==> src/rtl/pmul_pkg.sv <==
// pmul_pkg: shared mode encoding for the packed multiply unit.
// Assumes the mode travels with its operation through every stage.
package pmul_pkg;
    typedef enum logic [1:0] {
        PM_SHI  = 2'b00,
        PM_LO   = 2'b01,
        PM_UHI  = 2'b10,
        PM_MADD = 2'b11
    } pmul_mode_e;
endpackage

==> src/rtl/pmul_lane.sv <==
// pmul_lane: one lane multiplier of the second pipeline stage.
// Both operands are widened by one bit, sign-extended unless the mode is
// unsigned high, so a single signed multiplier serves every mode. The product
// register loads only when the stage ahead holds a valid operation.
module pmul_lane
    import pmul_pkg::*;
#(
    parameter int unsigned LANE_W = 16
) (
    input  logic                  clk,
    input  logic                  rst_n,
    input  logic                  en,
    input  pmul_mode_e            mode,
    input  logic [LANE_W-1:0]     a,
    input  logic [LANE_W-1:0]     b,
    output logic [2*LANE_W-1:0]   prod
);
    localparam int unsigned PW = 2 * LANE_W;

    logic                 sign_en;
    logic signed [LANE_W:0] ax;
    logic signed [LANE_W:0] bx;
    logic signed [PW+1:0] full;

    // Widen both operands according to the signedness of the mode.
    always_comb begin
        sign_en = (mode != PM_UHI);
        ax      = $signed({sign_en & a[LANE_W-1], a});
        bx      = $signed({sign_en & b[LANE_W-1], b});
        full    = ax * bx;
    end

    // Register the low 2*LANE_W bits of the product (all that any mode uses).
    always_ff @(posedge clk) begin
        if (en) prod <= full[PW-1:0];
    end


    zero_lane_chk: assert property (@(posedge clk) disable iff (!rst_n)
        (en && a == '0) |=> (prod == '0));
endmodule

==> src/rtl/pmul_fmt.sv <==
// pmul_fmt: third stage, turns the lane products into the final word.
// Assumes LANES is even; multiply-add pairs lanes 2p and 2p+1 into a
// 2*LANE_W-bit sum that wraps. The result register holds when en is low.
module pmul_fmt
    import pmul_pkg::*;
#(
    parameter int unsigned LANE_W = 16,
    parameter int unsigned LANES  = 4
) (
    input  logic                        clk,
    input  logic                        rst_n,
    input  logic                        en,
    input  pmul_mode_e                  mode,
    input  logic [LANES*2*LANE_W-1:0]   prods,
    output logic [LANES*LANE_W-1:0]     result
);
    localparam int unsigned PW    = 2 * LANE_W;
    localparam int unsigned W     = LANES * LANE_W;
    localparam int unsigned PAIRS = LANES / 2;

    logic [W-1:0] lane_word;
    logic [W-1:0] madd_word;

    generate
        for (genvar i = 0; i < LANES; i++) begin : g_pick
            // Choose the low or high half of lane i's product.
            always_comb begin
                lane_word[i*LANE_W +: LANE_W] = (mode == PM_LO)
                    ? prods[i*PW +: LANE_W]
                    : prods[i*PW + LANE_W +: LANE_W];
            end
        end
        for (genvar p = 0; p < PAIRS; p++) begin : g_pair
            // Sum neighbouring signed products, wrapping at PW bits.
            always_comb begin
                madd_word[p*PW +: PW] = prods[(2*p)*PW +: PW]
                                      + prods[(2*p+1)*PW +: PW];
            end
        end
    endgenerate

    // Register the word selected by the mode of the operation in this stage.
    always_ff @(posedge clk) begin
        if (en) result <= (mode == PM_MADD) ? madd_word : lane_word;
    end


    lo_pick_chk: assert property (@(posedge clk) disable iff (!rst_n)
        (en && mode == PM_LO) |=> (result[LANE_W-1:0] == $past(prods[LANE_W-1:0])));

    hi_pick_chk: assert property (@(posedge clk) disable iff (!rst_n)
        (en && mode == PM_SHI) |=> (result[LANE_W-1:0] == $past(prods[PW-1:LANE_W])));
endmodule

==> src/rtl/pmul16x4.sv <==
// pmul16x4: packed lane multiplier, three-stage pipeline.
// Stage 1 captures operands and mode, stage 2 holds the lane products,
// stage 3 holds the formatted result. Only valid bits are reset; data
// registers load only behind a valid bit. Assumes LANES is even.
module pmul16x4
    import pmul_pkg::*;
#(
    parameter int unsigned LANE_W = 16,
    parameter int unsigned LANES  = 4
) (
    input  logic                     clk,
    input  logic                     rst_n,
    input  logic                     in_valid,
    input  logic [1:0]               in_mode,
    input  logic [LANES*LANE_W-1:0]  in_a,
    input  logic [LANES*LANE_W-1:0]  in_b,
    output logic                     out_valid,
    output logic [LANES*LANE_W-1:0]  out_result
);
    localparam int unsigned W  = LANES * LANE_W;
    localparam int unsigned PW = 2 * LANE_W;

    logic         v1, v2, v3;
    pmul_mode_e   m1, m2;
    logic [W-1:0] a1, b1;
    logic [LANES*PW-1:0] prods;

    // Advance the valid bits; a low rst_n on an edge empties the pipeline.
    always_ff @(posedge clk) begin
        if (!rst_n) begin
            v1 <= 1'b0;
            v2 <= 1'b0;
            v3 <= 1'b0;
        end else begin
            v1 <= in_valid;
            v2 <= v1;
            v3 <= v2;
        end
    end

    // Capture operands and mode of an accepted operation.
    always_ff @(posedge clk) begin
        if (in_valid) begin
            a1 <= in_a;
            b1 <= in_b;
            m1 <= pmul_mode_e'(in_mode);
        end
    end

    // Carry the mode alongside the products.
    always_ff @(posedge clk) begin
        if (v1) m2 <= m1;
    end

    generate
        for (genvar i = 0; i < LANES; i++) begin : g_lane
            pmul_lane #(.LANE_W(LANE_W)) u_lane (
                .clk  (clk),
                .rst_n(rst_n),
                .en   (v1),
                .mode (m1),
                .a    (a1[i*LANE_W +: LANE_W]),
                .b    (b1[i*LANE_W +: LANE_W]),
                .prod (prods[i*PW +: PW])
            );
        end
    endgenerate

    pmul_fmt #(.LANE_W(LANE_W), .LANES(LANES)) u_fmt (
        .clk   (clk),
        .rst_n (rst_n),
        .en    (v2),
        .mode  (m2),
        .prods (prods),
        .result(out_result)
    );

    assign out_valid = v3;

    // Edges since reset release, saturating at 3, for the latency check.
    logic [1:0] age;
    always_ff @(posedge clk) begin
        if (!rst_n)          age <= 2'd0;
        else if (age != 2'd3) age <= age + 2'd1;
    end


    latency_chk: assert property (@(posedge clk) disable iff (!rst_n)
        (age == 2'd3) |-> (out_valid == $past(in_valid, 3)));

    reset_clear_chk: assert property (@(posedge clk)
        !rst_n |=> !out_valid);
endmodule

==> config.mk <==
export PLATFORM = sky130hd
export DESIGN_NAME = pmul16x4
export DESIGN_NICKNAME = d
export VERILOG_FILES = /design/src/rtl/pmul_pkg.sv /design/src/rtl/pmul_lane.sv /design/src/rtl/pmul_fmt.sv /design/src/rtl/pmul16x4.sv
export SDC_FILE = /design/constraint.sdc
export NUM_CORES = 2
export LEC_CHECK = 0
export ABC_AREA = 1
export BUFFER_PORTS_ARGS = -buffer_cell sky130_fd_sc_hd__clkbuf_2
export CORE_MARGIN = 3
export CORE_UTILIZATION = 40
export DETAILED_ROUTE_END_ITERATION = 10
export GPL_TIMING_DRIVEN = 0
export PLACE_DENSITY = 0.56
export SYNTH_ARGS = -nofsm -noshare
export SYNTH_HDL_FRONTEND = slang
export SYNTH_SLANG_ARGS = --single-unit
==> constraint.sdc <==
create_clock -name clk -period 5.45 [get_ports clk]
set_input_delay 1.09 -clock clk [delete_from_list [all_inputs] [get_ports clk]]
set_output_delay 1.09 -clock clk [all_outputs]
set_load 0.02 [all_outputs]
# Word-level counts from Yosys, hierarchy flattened

Cells that the tools add are included.

$add $sub $neg: 2
Equal/unequal tests: 3
Multiply operators: 4
Bitwise gates (word level): 8
Muxes and demuxes: 5

Operators with widths:

| cell               | number |
|---|---|
| $mul 17x17->32     | 4 |
| $add 32x32->32     | 2 |
| $mux 16            | 4 |
| $mux 64            | 1 |
| $and 1x1->1        | 8 |
| $eq 2x1->1 const B | 1 |
| $eq 2x2->1 const B | 1 |
| $ne 2x2->1 const B | 1 |

Bits in registers: 327
Logic and storage cells: 34

# Depth between registers and ports, before layout

Word-level depth: 3
Mapped depth: 28
Depth with buffers taken out: 27

# By module

From an unflattened synthesis, not the netlist that was laid out.

Cell total of the unflattened synthesis: 7656
Area total of the unflattened synthesis: 61456.4 um2

By module, submodules not included:

| module                           | times used | area an instance (um2) | cells an instance |
|---|---|---|---|
| pmul_lane (g_lane[0].u_lane ...) | 3          | 12430.7                | 1554 |
| pmul_lane (g_lane[3].u_lane)     | 1          | 12275.5                | 1540 |
| pmul_fmt                         | 1          | 7842.5                 | 1313 |
| pmul16x4                         | 1          | 4046.4                 | 141 |

# Worst setup path before layout

OpenSTA, ideal clock, no wires.

Kind: flip-flop to flip-flop
Start point: register m1[0]
End point: register g_lane[2].u_lane.prod[31], data pin
Data required time: 5.198 ns
Arrival time: 5.696 ns
Path slack: -0.498 ns
Cell stages (with the launch flop): 23
Cells stage by stage: edfxtp_1 > nor2_4 > clkbuf_1 > nor2_1 > fa_1 > inv_1 > fa_1 > inv_1 > fa_1 > fa_1 > fa_1 > inv_1 > fa_1 > inv_1 > ha_1 > a21oi_1 > o21ai_0 > a21oi_1 > nand2_1 > nor2_1 > inv_1 > nand2_1 > nand2_1

Word-level cells in the longest chain between the ends: 3
Elaborated cells on any way between the ends: 4
Classes of those cells: 1 x mul; 1 x eq/ne; 2 x bitwise

RTL lines:

| what                           | line                             | text |
|---|---|---|
| from (decl)                    | pmul16x4.sv:24                   | `pmul_mode_e m1, m2;` |
| from (signal assigned)         | pmul16x4.sv:46                   | `m1 <= pmul_mode_e'(in_mode);` |
| $ne 2x2->1 (*)                 | pmul_lane.sv:27                  | `sign_en = (mode != PM_UHI);` |
| $and 1x1->1 (on tied branches) | pmul_lane.sv:28, pmul_lane.sv:29 |  |
| $mul 17x17->32 (*)             | pmul_lane.sv:30                  | `full = ax * bx;` |
| net g_lane[2].u_lane.full[31]  | pmul_lane.sv:23                  | `logic signed [PW+1:0] full;` |
| to (signal assigned)           | pmul_lane.sv:35                  | `if (en) prod <= full[PW-1:0];` |
| to (decl)                      | pmul_lane.sv:16                  | `output logic [2*LANE_W-1:0] prod` |

Mark *: on every way through the listed nets, which the timed path passes. The rest lies on a longest branch.
A chain may end at the register's enable or synchronous reset.

# Final worst setup path

Start point: register m1[1]
End point: register g_lane[0].u_lane.prod[30], data pin

Word-level cells in the longest chain between the ends: 3
Elaborated cells on any way between the ends: 4
Classes of those cells: 1 x mul; 1 x eq/ne; 2 x bitwise

RTL lines:

| what                           | line |
|---|---|
| $ne 2x2->1 (*)                 | pmul_lane.sv:27 |
| $and 1x1->1 (on tied branches) | pmul_lane.sv:28, pmul_lane.sv:29 |
| $mul 17x17->32 (*)             | pmul_lane.sv:30 |
| net g_lane[0].u_lane.full[30]  | pmul_lane.sv:23 |
| to (signal assigned)           | pmul_lane.sv:35 |
| to (decl)                      | pmul_lane.sv:16 |

Marked as above.

==> out/results.txt <==
Worst EP arrival - 6.55 ns
Antenna violations before repair - 5
Syn Std Cell Area - 60400 µm²
Gate Count Post-Synth - 7458
Grt ovf - 0
Post-Synth Simple-Gate Area - 0.182
Top cell type by total area after synthesis - fa_1
Crit Path Class - reg -> reg
GP Congestion - 0.972
Setup violators final - 61
Synth Area in Adders - 0.456
Worst EP required - 5.84 ns
Type of destination of the critical path - flop
Wire per inst - 19.9 µm
Port bufs - 197
Synth Flop Type - edfxtp_1
Filler cells - 14400
DR vias - 49100
Die area - 156000 µm²
Clock buffer depth - 3
XOR/XNOR Fraction of Synth Area - 0.0145
Synth async-reset ratio - 0
Area growth, synth to finish - 20.9%
WL final - 198 mm
Avg Inst Size Synth - 8.10 µm²
GRT Overall Usage - 0.256
Fin crit share - 1.13
Pre-CTS WS - -1.82 ns
Setup ws final - -0.705 ns
Register area share after synthesis - 0.162
Final Max Tran Viols - 0
Die W - 395 µm
Die extent in y - 395 µm
Cell variety after synth - 46
Worst skew pair latency - 0.65 ns
Fin Clk Skew - 0.0260 ns
Setup total negative slack - -26.51 ns
Layout cells sized above 1 - 0.196
H-tree Lvls - 2
CTS root buf - clkbuf_16
Min-delay worst type - reg -> reg
CP startpoint kind - flop
Io pins - 198
Outcome - finished, violations left
Max Cap Violations - 0
HPWL Detailed - 160 mm
RSZ-0062 raised after global routing - yes
CTS tree - built
Initial core utilization - 0.405
Bufs and invs on worst path - 9
Site row count - 141
Peak per-stage delay on the critical path - 0.54 ns
Max Clk Rate - 162 MHz
Number of global-route vias before repair - 50500
Largest family of logic cells by synthesized area - adder cells
Clock sinks - 327
Crit Path Max Fanout - 7
Synth top area cells - fa_1 (37%), edfxtp_1 (16%), inv_1 (13%)
Syn Nets - 9111
DRC - 0
Slew HR - 0.357
Synth Warn # - 0
Remaining antenna violation count - 0
CP delay by family, top - adder cells
Detailed Route Iter0 Violations - 3624
Slowest-stage cell, CP - fa_1
Worst path most repeated cell - fa_1
Failing checks - setup timing
Total CTS buffers - 44
Tmin final - 6.16 ns
Largest net degree at the start of global routing - 74
Mux cell area share after synthesis - 0
Post-synth EDFFs - 324
Post-synth top area share - 0.375
Compound-cell area share of the yosys netlist - 0.0357
Core region area - 149000 µm²
Drt via density - 4.92
1st-pass router iterations - 5
Worst hold margin - 0.595 ns
Final nets - 9599
Final hold violations - 0
Synth Register Bits - 327
First-pass GRT wire length - 301 mm
Reg clk slew, reported paths - 0.06 ns
Worst-Margin Slew - 0.964 ns
layout by cell type (no fill, tap or decap), types with 18 or more instances in the layout:
master | synthesis | final
o21ai_1 | 11 | 19
clkbuf_16 | 0 | 56
nor2_2 | 5 | 48
buf_2 | 14 | 24
o21ai_2 | 4 | 31
nand2_2 | 15 | 96
nand4_1 | 44 | 44
or2_2 | 21 | 18
xor2_1 | 70 | 48
ha_1 | 390 | 301
nor2_4 | 2 | 65
clkbuf_1 | 258 | 30
fa_1 | 1130 | 1082
clkbuf_2 | 1 | 254
o21ai_0 | 82 | 42
a22o_1 | 28 | 28
fa_2 | 0 | 48
a21oi_4 | 0 | 43
clkbuf_4 | 0 | 26
inv_2 | 11 | 103
ha_4 | 0 | 84
xnor2_1 | 30 | 25
a21oi_2 | 2 | 54
nor2_1 | 305 | 199
nand3_1 | 245 | 209
buf_4 | 0 | 288
nand2_1 | 2004 | 1863
a21oi_1 | 200 | 105
nor3_4 | 1 | 21
nand2_4 | 1 | 49
inv_1 | 2117 | 2017
buf_6 | 1 | 51
xor2_2 | 0 | 19
nand3_2 | 6 | 37
edfxtp_1 | 324 | 324
flip-flops by register name, indices dropped and copies added (netlist names), 2 cells and up:
name                count
a1                     64
b1                     64
g_lane.u_lane.prod    128
m1                      2
m2                      2
u_fmt.result           64
metrics by stage:
stage,cells,utilization,instance area (µm²)
4_1_cts,9876,0.473,70400
3_3_place_gp,9657,0.430,64000
6_report,9983,0.490,73000
2_1_floorplan,7458,-,60500
3_5_place_dp,9660,0.430,64100
5_1_grt,9982,0.490,73000
cell usage after synthesis (4+ instances only):
master	count
inv_1	2117
nand2_1	2004
fa_1	1130
ha_1	390
edfxtp_1	324
nor2_1	305
clkbuf_1	258
nand3_1	245
a21oi_1	200
o21ai_0	82
xor2_1	70
nand4_1	44
nor3_1	36
xnor2_1	30
a22o_1	28
or2_2	21
o21bai_1	19
a21o_1	18
nand2_2	15
buf_2	14
nand3b_1	13
buf_1	11
inv_2	11
o21ai_1	11
nand3_2	6
nor3_2	6
o211ai_1	6
and3_1	5
nor2_2	5
nor4_1	4
o21ai_2	4
final cells by class:
class | instances | area (µm²) | share of cell area
clock buffers | 51 | 1170 | 0.0160
plain buffers | 175 | 1310 | 0.0180
inverters | 2129 | 8010 | 0.110
clock inverters | 29 | 347 | 0.00475
multi-input cells | 4717 | 45700 | 0.626
repair buffers | 552 | 4140 | 0.0567
well taps | 2002 | 2500 | 0.0343
flip-flops and latches | 327 | 9800 | 0.134
diodes | 1 | 2.50 | 0.0000343
worst paths after layout:
kind / start / end / slack, ns / depth (start not counted)
worst max-delay path: m1[1]$_DFFE_PP_ / g_lane[0].u_lane.prod[30]$_DFFE_PP_ / -0.71 / 25
worst min-delay path: g_lane[0].u_lane.prod[0]$_DFFE_PP_ / u_fmt.result[0]$_DFFE_PP_ / 0.59 / 2
worst max register to register: m1[1]$_DFFE_PP_ / g_lane[0].u_lane.prod[30]$_DFFE_PP_ / -0.71 / 25
worst min register to register: g_lane[0].u_lane.prod[0]$_DFFE_PP_ / u_fmt.result[0]$_DFFE_PP_ / 0.59 / 2
routing by layer:
| layer | share of wire | wire length, µm | vias up | GRT usage |
|---|---|---|---|---|
| met3 | 0.066 | 13100 | 250 | 0.0354 |
| met1 | 0.44 | 86600 | 24800 | 0.361 |
| met4 | 0.028 | 5560 | 0 | 0.0658 |
| met2 | 0.47 | 92900 | 1451 | 0.414 |
| met5 | 0 | 0 | - | 0 |
| li1 | - | - | 22700 | - |
kinds of logic after synthesis:
group | count (synthesis)
AND/OR/NAND/NOR | 2719
flip-flops | 327
XOR/XNOR | 100
buffers and inverters | 2414
adder cells (fa/ha/maj) | 1520
AO/OA/AOI/OAI | 378
worst register-to-register path: stages, from the launching register on:
cell,delay [ns]
edfxtp_1,0.50
inv_2,0.11
nor2_4,0.06
buf_12,0.16
clkbuf_16,0.21
buf_4,0.18
buf_4,0.13
nor2_2,0.13
fa_1,0.47
inv_1,0.12
fa_1,0.44
fa_1,0.49
inv_1,0.06
fa_1,0.54
inv_1,0.05
fa_1,0.47
inv_1,0.05
fa_1,0.49
ha_4,0.35
nand2_4,0.07
nor2_4,0.19
nand2_2,0.08
nor4_2,0.23
nand2_1,0.18
nand4_1,0.12
nand2_1,0.05
what timing repair did:
item | CTS | global route
resized for setup | 809 | 518
hold buffers | 0 | 0
gates cloned | 1 | 4
pin swaps | 204 | 321
setup buffers | 236 | 115
endpoints found under the setup margin | 91 | 83
Power is left out: the tool's default activity adds up to more than one toggle a clock period on the data nets, which glitch-free logic cannot reach.
